===== config.mk =====
export PLATFORM = sky130hd
export DESIGN_NAME = clmux_link
export DESIGN_NICKNAME = d
export VERILOG_FILES = /design/src/rtl/clmux_pkg.sv /design/src/rtl/clmux_fifo.sv /design/src/rtl/clmux_arbiter.sv /design/src/rtl/clmux_rx_demux.sv /design/src/rtl/clmux_link.sv
export SDC_FILE = /design/constraint.sdc
export NUM_CORES = 1
export LEC_CHECK = 0
export BUFFER_PORTS_ARGS = -buffer_cell sky130_fd_sc_hd__buf_2
export CAP_MARGIN = 20
export CORE_ASPECT_RATIO = 1.2
export CORE_UTILIZATION = 43
export CTS_CLUSTER_DIAMETER = 200
export DETAILED_ROUTE_END_ITERATION = 8
export HOLD_SLACK_MARGIN = 0.05
export SLEW_MARGIN = 20
export SYNTH_ARGS = -nofsm -noshare
export SYNTH_HDL_FRONTEND = slang
export SYNTH_SLANG_ARGS = --single-unit

===== constraint.sdc =====
create_clock -name clk -period 4 [get_ports clk]
set_clock_uncertainty 0.2 [all_clocks]
set_input_delay 0.6 -clock clk [delete_from_list [all_inputs] [get_ports clk]]
set_output_delay 0.6 -clock clk [all_outputs]
set_load 0.02 [all_outputs]

===== src/rtl/clmux_pkg.sv =====
package clmux_pkg;
  localparam int TAG_W = 2;

  function automatic int frame_width(input int payload_w);
    return payload_w + TAG_W + 1;
  endfunction
endpackage


===== src/rtl/clmux_fifo.sv =====
module clmux_fifo #(
  parameter int WIDTH = 16,
  parameter int DEPTH = 4
) (
  input  logic             clk,
  input  logic             rst_n,
  input  logic             push_valid,
  output logic             push_ready,
  input  logic [WIDTH-1:0] push_data,
  input  logic             pop,
  output logic             not_empty,
  output logic [WIDTH-1:0] head
);
  localparam int AW = (DEPTH > 1) ? $clog2(DEPTH) : 1;
  localparam int CW = AW + 1;

  logic [WIDTH-1:0] mem [DEPTH];
  logic [AW-1:0]    wr_ptr, rd_ptr;
  logic [CW-1:0]    fill;
  logic             do_push, do_pop;

  assign push_ready = (fill != CW'(DEPTH));
  assign not_empty  = (fill != '0);
  assign do_push    = push_valid && push_ready;
  assign do_pop     = pop && not_empty;
  assign head       = mem[rd_ptr];

  always_ff @(posedge clk) begin
    if (do_push) mem[wr_ptr] <= push_data;
  end

  always_ff @(posedge clk) begin
    if (!rst_n) begin
      wr_ptr <= '0;
      rd_ptr <= '0;
      fill   <= '0;
    end else begin
      if (do_push) wr_ptr <= (wr_ptr == AW'(DEPTH - 1)) ? '0 : wr_ptr + 1'b1;
      if (do_pop)  rd_ptr <= (rd_ptr == AW'(DEPTH - 1)) ? '0 : rd_ptr + 1'b1;
      case ({do_push, do_pop})
        2'b10:   fill <= fill + 1'b1;
        2'b01:   fill <= fill - 1'b1;
        default: fill <= fill;
      endcase
    end
  end
endmodule


===== src/rtl/clmux_arbiter.sv =====
module clmux_arbiter
  import clmux_pkg::*;
#(
  parameter int NUM_CLASSES = 4
) (
  input  logic [NUM_CLASSES-1:0] req,
  output logic [NUM_CLASSES-1:0] grant,
  output logic [TAG_W-1:0]       grant_idx,
  output logic                   any_req
);
  logic [NUM_CLASSES:0] seen;
  assign seen[0] = 1'b0;

  for (genvar i = 0; i < NUM_CLASSES; i++) begin : g_chain
    assign grant[i]  = req[i] & ~seen[i];
    assign seen[i+1] = seen[i] | req[i];
  end

  assign any_req = seen[NUM_CLASSES];

  always_comb begin
    grant_idx = '0;
    for (int i = 0; i < NUM_CLASSES; i++) begin
      if (grant[i]) grant_idx = TAG_W'(i);
    end
  end
endmodule


===== src/rtl/clmux_rx_demux.sv =====
module clmux_rx_demux
  import clmux_pkg::*;
#(
  parameter int NUM_CLASSES = 4,
  parameter int PAYLOAD_W   = 16
) (
  input  logic                             rx_valid,
  output logic                             rx_ready,
  input  logic [PAYLOAD_W+TAG_W:0]         rx_frame,
  output logic [NUM_CLASSES-1:0]           out_valid,
  input  logic [NUM_CLASSES-1:0]           out_ready,
  output logic [PAYLOAD_W-1:0]             out_data
);
  logic             is_data;
  logic [TAG_W-1:0] tag;

  assign is_data  = rx_frame[PAYLOAD_W+TAG_W];
  assign tag      = rx_frame[PAYLOAD_W +: TAG_W];
  assign out_data = rx_frame[PAYLOAD_W-1:0];

  always_comb begin
    out_valid = '0;
    rx_ready  = 1'b1;
    for (int c = 0; c < NUM_CLASSES; c++) begin
      if (rx_valid && is_data && tag == TAG_W'(c)) begin
        out_valid[c] = 1'b1;
        rx_ready     = out_ready[c];
      end
    end
  end
endmodule


===== src/rtl/clmux_link.sv =====
module clmux_link
  import clmux_pkg::*;
#(
  parameter int NUM_CLASSES = 4,
  parameter int PAYLOAD_W   = 16,
  parameter int QUEUE_DEPTH = 4,
  localparam int FRAME_W    = PAYLOAD_W + TAG_W + 1
) (
  input  logic                             clk,
  input  logic                             rst_n,
  input  logic [NUM_CLASSES-1:0]           in_valid,
  output logic [NUM_CLASSES-1:0]           in_ready,
  input  logic [NUM_CLASSES*PAYLOAD_W-1:0] in_data,
  output logic                             tx_valid,
  input  logic                             tx_ready,
  output logic [FRAME_W-1:0]               tx_frame,
  input  logic                             rx_valid,
  output logic                             rx_ready,
  input  logic [FRAME_W-1:0]               rx_frame,
  output logic [NUM_CLASSES-1:0]           out_valid,
  input  logic [NUM_CLASSES-1:0]           out_ready,
  output logic [PAYLOAD_W-1:0]             out_data
);
  logic [NUM_CLASSES-1:0] q_nonempty;
  logic [NUM_CLASSES-1:0] grant;
  logic [NUM_CLASSES-1:0] pop;
  logic [PAYLOAD_W-1:0]   head [NUM_CLASSES];
  logic [PAYLOAD_W-1:0]   sel_data;
  logic [TAG_W-1:0]       sel_tag;
  logic                   sel_any;
  logic                   load;

  assign load = tx_ready || !tx_valid;
  assign pop  = grant & {NUM_CLASSES{load}};

  for (genvar c = 0; c < NUM_CLASSES; c++) begin : g_queue
    clmux_fifo #(
      .WIDTH(PAYLOAD_W),
      .DEPTH(QUEUE_DEPTH)
    ) u_q (
      .clk       (clk),
      .rst_n     (rst_n),
      .push_valid(in_valid[c]),
      .push_ready(in_ready[c]),
      .push_data (in_data[c*PAYLOAD_W +: PAYLOAD_W]),
      .pop       (pop[c]),
      .not_empty (q_nonempty[c]),
      .head      (head[c])
    );
  end

  clmux_arbiter #(.NUM_CLASSES(NUM_CLASSES)) u_arb (
    .req      (q_nonempty),
    .grant    (grant),
    .grant_idx(sel_tag),
    .any_req  (sel_any)
  );

  always_comb begin
    sel_data = '0;
    for (int c = 0; c < NUM_CLASSES; c++) begin
      if (grant[c]) sel_data = head[c];
    end
  end

  always_ff @(posedge clk) begin
    if (!rst_n) begin
      tx_valid <= 1'b0;
      tx_frame <= '0;
    end else if (load) begin
      tx_valid <= 1'b1;
      tx_frame <= sel_any ? {1'b1, sel_tag, sel_data} : '0;
    end
  end

  clmux_rx_demux #(
    .NUM_CLASSES(NUM_CLASSES),
    .PAYLOAD_W  (PAYLOAD_W)
  ) u_rx (
    .rx_valid (rx_valid),
    .rx_ready (rx_ready),
    .rx_frame (rx_frame),
    .out_valid(out_valid),
    .out_ready(out_ready),
    .out_data (out_data)
  );
endmodule


* After elaboration in Yosys (flattened, before gate mapping)
Memories as Yosys holds them, arrays and structs flattened. A register that Yosys moved wholly into a read port is not among the register bits. Index checks and enable logic that the tools add are counted.
Operators by class: add/subtract/negate cells 16, equality and inequality tests 23, mux-type cells 44, bitwise operators 10, reduce and logical (&&, ||, !) cells 24
Operator list (count):
- $mux W16 | 4
- $mux W2 | 18
- $eq A2 B2 Y1 const B | 14
- $pmux W3 S2 | 4
- $mux W19 | 1
- $mux W1 | 17
- $add A2 B1 Y2 const B | 8
- $logic_and A1 B1 Y1 | 13
- $add A3 B1 Y3 const B | 4
- $ne A3 B3 Y1 const B | 4
- $reduce_bool A3 Y1 | 4
- $sub A3 B1 Y3 const B | 4
- $eq A2 B1 Y1 const B | 5
- $reduce_bool A2 Y1 | 4
- $and A4 B4 Y4 | 1
- $and A1 B1 Y1 | 3
- $not A1 Y1 | 3
- $or A1 B1 Y1 | 3
- $logic_not A2 Y1 | 1
- $logic_not A1 Y1 | 1
- $logic_or A1 B1 Y1 | 1
Word-level totals: flip-flop bits (word level) 48, memory bits (writable) 256, bits of input ports 95, output and inout bits 45, memories 4
Memories:
- g_queue[0].u_q.mem | words 4, width 16, rd ports 1, clocked after memory_dff 1, wr ports 1, RTL line clmux_fifo.sv:17 | logic [WIDTH-1:0] mem [DEPTH];
- g_queue[1].u_q.mem | words 4, width 16, rd ports 1, clocked after memory_dff 1, wr ports 1, RTL line clmux_fifo.sv:17
- g_queue[2].u_q.mem | words 4, width 16, rd ports 1, clocked after memory_dff 1, wr ports 1, RTL line clmux_fifo.sv:17
- g_queue[3].u_q.mem | words 4, width 16, rd ports 1, clocked after memory_dff 1, wr ports 1, RTL line clmux_fifo.sv:17

* Logic depth before layout (Yosys ltp)
word-level depth 9, gate-level depth with buffers 10, depth with buffers taken out 9

* Hierarchy
From an unflattened synthesis, not the netlist that was laid out.
Unflattened totals: cell total of the unflattened synthesis 726, area total of the unflattened synthesis 12746.0 um2
Modules (own cells, without submodules):
- clmux_fifo | instances 4, cells each 140, area an instance 2807.7 um2, sequential area each 2102.0 um2
- clmux_link | instances 1, cells each 132, area an instance 1271.2 um2, sequential area each 400.4 um2
- clmux_rx_demux | instances 1, cells each 23, area an instance 182.7 um2, sequential area each 0.0 um2
- clmux_arbiter | instances 1, cells each 11, area an instance 61.3 um2, sequential area each 0.0 um2

* Least setup slack after synthesis
OpenSTA, ideal clock, no wires.
path kind input-to-reg, start input tx_ready, end register g_queue[3].u_q.fill[2], library setup time 62 ps, arrival 2691 ps, path slack 1047 ps, stages 9, cells stage by stage nor2b_1 clkbuf_1 clkbuf_1 nor3_1 fa_1 or2_2 a2111oi_0 o21ai_0 nand3_1
Between the ends: longest elaborated chain between the ends 5, elaborated cells on any way between the ends 7, those cells by class eq/ne: 2; mux: 1; bitwise: 1; reduce/logical: 3
RTL lines:
- start: declaration | RTL line clmux_link.sv:15 | input logic tx_ready,
- $logic_or A1 B1 Y1 * | RTL line clmux_link.sv:33 | assign load = tx_ready || !tx_valid;
- $and A4 B4 Y4 * | RTL line clmux_link.sv:34 | assign pop = grant & {NUM_CLASSES{load}};
- $logic_and A1 B1 Y1 * | RTL line clmux_fifo.sv:25 | assign do_pop = pop && not_empty;
- $eq A2 B1 Y1 / $eq A2 B2 Y1 (equally long branches) | RTL line clmux_fifo.sv:40 | case ({do_push, do_pop})
- $pmux W3 S2 / $reduce_bool A2 Y1 (equally long branches)
- end signal: assignment | RTL line clmux_fifo.sv:41 | 2'b10: fill <= fill + 1'b1;
- end signal: assignment | RTL line clmux_fifo.sv:42 | 2'b01: fill <= fill - 1'b1;
- end signal: assignment | RTL line clmux_fifo.sv:43 | default: fill <= fill;
- end: declaration | RTL line clmux_fifo.sv:19 | logic [CW-1:0] fill;
Mark *: on every way between the ends. The rest lies on a longest branch, timed or not. A chain may end at the register's enable or synchronous reset.

* Worst setup path after layout
start register g_queue[0].u_q.fill[2], end register g_queue[3].u_q.fill[2]
Between the ends: longest elaborated chain between the ends 9, elaborated cells on any way between the ends 11, those cells by class eq/ne: 2; mux: 1; bitwise: 5; reduce/logical: 3
RTL lines:
- start: declaration | RTL line clmux_fifo.sv:19
- start signal: assignment | RTL line clmux_fifo.sv:41
- start signal: assignment | RTL line clmux_fifo.sv:42
- start signal: assignment | RTL line clmux_fifo.sv:43
- $reduce_bool A3 Y1 * | RTL line clmux_fifo.sv:23 | assign not_empty = (fill != '0);
- $or A1 B1 Y1 * (2 in a row) | RTL line clmux_arbiter.sv:16 | assign seen[i+1] = seen[i] | req[i];
- $not A1 Y1 * | RTL line clmux_arbiter.sv:15 | assign grant[i] = req[i] & ~seen[i];
- $and A1 B1 Y1 * | RTL line clmux_arbiter.sv:15
- $and A4 B4 Y4 * | RTL line clmux_link.sv:34
- $logic_and A1 B1 Y1 * | RTL line clmux_fifo.sv:25
- $eq A2 B1 Y1 / $eq A2 B2 Y1 (equally long branches) | RTL line clmux_fifo.sv:40
- $pmux W3 S2 / $reduce_bool A2 Y1 (equally long branches)
Marked as above.

==> summary.md <==
| Metric | Value |
|---|---|
| Max-Cap Viols | 0 |
| Syn_area_per_cell | around 16 um^2 |
| Hold path depth | 1 |
| Headroom to the max-slew limit | between 30 and 40% |
| Setup_tns | 0 ns |
| CP endpoint kind | flop |
| Seq cells post-synth | ~310 |
| Initial antenna violation count | 0 |
| Site Rows | 68 |
| Gate count of the mapped netlist | 787 |
| Initial cell density of the core | between 40% and 50% |
| First drt pass iteration count | 5 |
| Yosys warning count | 0 |
| P&R area growth vs syn | 17.54% |
| Setup violators final | 0 |
| Total core area | between 20000 and 30000 um^2 |
| DR vias | ~7000 |
| Min cycle time layout | around 3.2 ns |
| FFs w/ async S/R, synth | 0% |
| Final hold vios | 0 |
| R2R Setup Slk | about 0.81 ns |
| CP max FO | 9 |
| Antenna diode count | 0 |
| Slew at the pin closest to its max-slew limit | ~1.0 ns |
| Die X | around 160 um |
| First-pass GRT wire length | around 40000 um |
| Clock tree buffer depth | 3 |
| Main synth FF type | edfxtp_1 |
| Post-Layout Cell Count | 1321 |
| Final wirelength | ~27000 um |
| Fin area | 14830 um^2 |
| Post-synth net total | around 900 |
| TritonCTS clock tree | yes |
| Gpl congestion | roughly 0.76 |
| PwrDens | 646.0 nW/um^2 |
| Die H | between 150 and 200 um |
| Cts repair resizes | 0 |
| Avg WL per Cell | between 20 and 25 um |
| Clock Pin Slew Worst Setup and Hold Paths | roughly 0.06 ns |
| Post-placement cell area | 13390 um^2 |
| WL met3 | roughly 1500 um |
| Total GRT Usage | 18.10% |
| VDD IR max | between 400 and 500 uV |
| Synth cell types | 46 |
| CTS Sinks | between 300 and 400 |
| Fmax | ~310 MHz |
| Worst Path Arrival | approximately 3.4 ns |
| Vias in the first global route | about 7000 |
| Share of cells above drive strength 1 | between 20% and 30% |
| Ports | 140 |
| PnR Total Power | 9.580 mW |
| CTS H-tree lvls | 1 |
| WL met1 | 11040 um |
| CP Launch Type | flop |
| Worst Path Required | approximately 4.2 ns |
| Cell Area, Synth | approximately 13000 um^2 |
| Top sig layer | met4 |
| Wire length on met2 | about 13000 um |
| Final ANT Viol Nets | 0 |
| Placed insts | 1219 |
| Final #Nets | 1034 |
| Status | complete, no violations |
| R2R depth | 8 |
| I/O Buffers | ~110 |
| Worst skew pair latency | ~0.58 ns |
| CTS Root Cell | clkbuf_16 |
| Worst Hold Class | in -> reg |
| Number of synthesized flops with an enable pin | around 260 |
| Final HPWL DP | 17500 um |
| Critical path type | reg -> reg |
| RSZ-0062 raised after global routing | no |
| Residual DRC count | 0 |
| Num CTS Buffers | 30 |
| Final Max Tran Viols | 0 |
| LEAKAGE | 5.096 nW |
| Filler instances | 2370 |
| Die ar. | ~30000 um^2 |
| Tcrit/Tclk final | around 80% |
| DR iter-0 viols | between 300 and 400 |
| Via/cell ratio | between 5 and 6 |
| Total grt overflow | 0 |
| Largest net degree at the start of global routing | 59 |
| Register area share after synthesis | a little over two thirds |
[power breakdown]
group	internal (mW)	switching (mW)	total, mW
registers	3.97	0.283	4.25
logic	1.02	1.52	2.54
clock network	1.61	1.18	2.79
[synthesized netlist by cell type, drive strengths merged (2+ instances only)]
library cell  number  area, um^2
and3              17       106.4
fa                 4       80.08
buf               34       208.9
mux4              49        1104
clkbuf            38       142.6
xor2               6       52.55
a21oi             20       100.1
nand2             15       56.30
a211oi             2       15.01
o21ai             32       160.2
dfxtp             56        1121
and2               4       25.02
nand3             68       340.3
or3b               4       35.03
mux2               3       33.78
or3               10       62.56
nor3               9       45.04
ha                23       287.8
edfxtp           256        7687
nand4              3       18.77
nand4b             2       17.52
a31oi             17       106.4
or2                2       12.51
inv               21       78.83
nor2              21       78.83
a22oi             16       120.1
or4                4       33.78
mux2i             34       340.3
a2111oi            2       17.52
nor4bb             2       20.02
[layout by cell type (no fill, tap or decap), types with 3 or more instances in the layout]
master         Yosys  layout
a21oi_1           20      20
a22oi_1           16      16
a31oi_1           17      17
and2_1             4       4
and3_1            17      17
buf_2              5     107
buf_4             20      12
bufinv_16          0       3
clkbuf_1          38      13
clkbuf_16          0      30
clkinv_2           0       5
dfxtp_1           56      55
dlygate4sd3_1      0      46
edfxtp_1         256     256
fa_1               4       4
ha_1              23      23
inv_1             21      21
mux2_2             3       3
mux2i_1           34      34
mux4_2            49      49
nand2_1           15      15
nand3_1           68      68
nand4_1            3       3
nor2_1            21      21
nor3_1             9       7
o21ai_0           32      32
or3_1             10      10
or3b_2             4       4
or4_1              3       3
xor2_1             6       6
[repair_timing]
action / in CTS / in global routing
hold endpoints to repair: 179 / 0
setup buffers: 0 / 0
hold buffers: 46 / 0
[layout make-up]
type / count / area (um^2) / area share, %
Clock inverter: 12 / 163.9 / 1.105
Clock buffer: 44 / 813.3 / 5.484
Multi-Input combinational cell: 382 / 3396 / 22.90
Inverter: 21 / 78.83 / 0.5316
Timing Repair Buffer: 165 / 1086 / 7.324
Tap cell: 385 / 481.7 / 3.248
Sequential cell: 312 / 8810 / 59.41
[state kept, by name (all words and copies together), names as in the netlist, named ones only]
name / count
tx_valid: 1
g_queue.u_q.rd_ptr: 8
g_queue.u_q.fill: 12
g_queue.u_q.mem: 256
tx_frame: 19
g_queue.u_q.wr_ptr: 8
[cell families (layout without fill, tap and decap cells)]
family | Yosys count | after routing | share of synthesized area, %
flops | 312 | 312 | 69.82
simple gates | 167 | 167 | 7.121
compound gates | 96 | 96 | 4.602
buf+inv | 93 | 242 | 3.412
mux | 86 | 86 | 11.71
fa+ha+maj | 27 | 27 | 2.916
xor+xnor | 6 | 6 | 0.4165
[metrics by stage]
stage | utilization (%) | hold slack, ns | setup slack, ns
after global placement | 46.43 | 0.2731 | 0.8990
after floorplan | - | 0.2622 | 1.047
after CTS | 51.41 | 0.05029 | 0.8049
final | 51.41 | 0.07061 | 0.8108
after global routing | 51.41 | 0.05527 | 0.6395
after detailed placement | 46.43 | 0.2909 | 0.8281
[critical path: stages (launching register included)]
cell and delay (ns):
dfxtp_1 0.34, or3_1 0.49, or4_1 0.72, nor3_1 0.32, fa_1 0.32, and3b_1 0.21
a32oi_1 0.21, o311a_1 0.19, nand3_1 0.08
[path summary, 6_finish.rpt]
check	start	to
max	g_queue[0].u_q.fill[2]	g_queue[3].u_q.fill[2]
max reg2reg	g_queue[0].u_q.fill[2]	g_queue[3].u_q.fill[2]
min	in_data[20]	g_queue[1].u_q.mem[0][4]
min reg2reg	g_queue[2].u_q.rd_ptr[1]	flop
[layer usage]
metal | GRT usage, % | up-vias
met1 | 23.22 | 3467
met5 | 0 | -
li1 | - | 3306
met2 | 30.72 | 200
met3 | 3.030 | 50
met4 | 6.620 | 0
(Power assumes the default switching activity.)
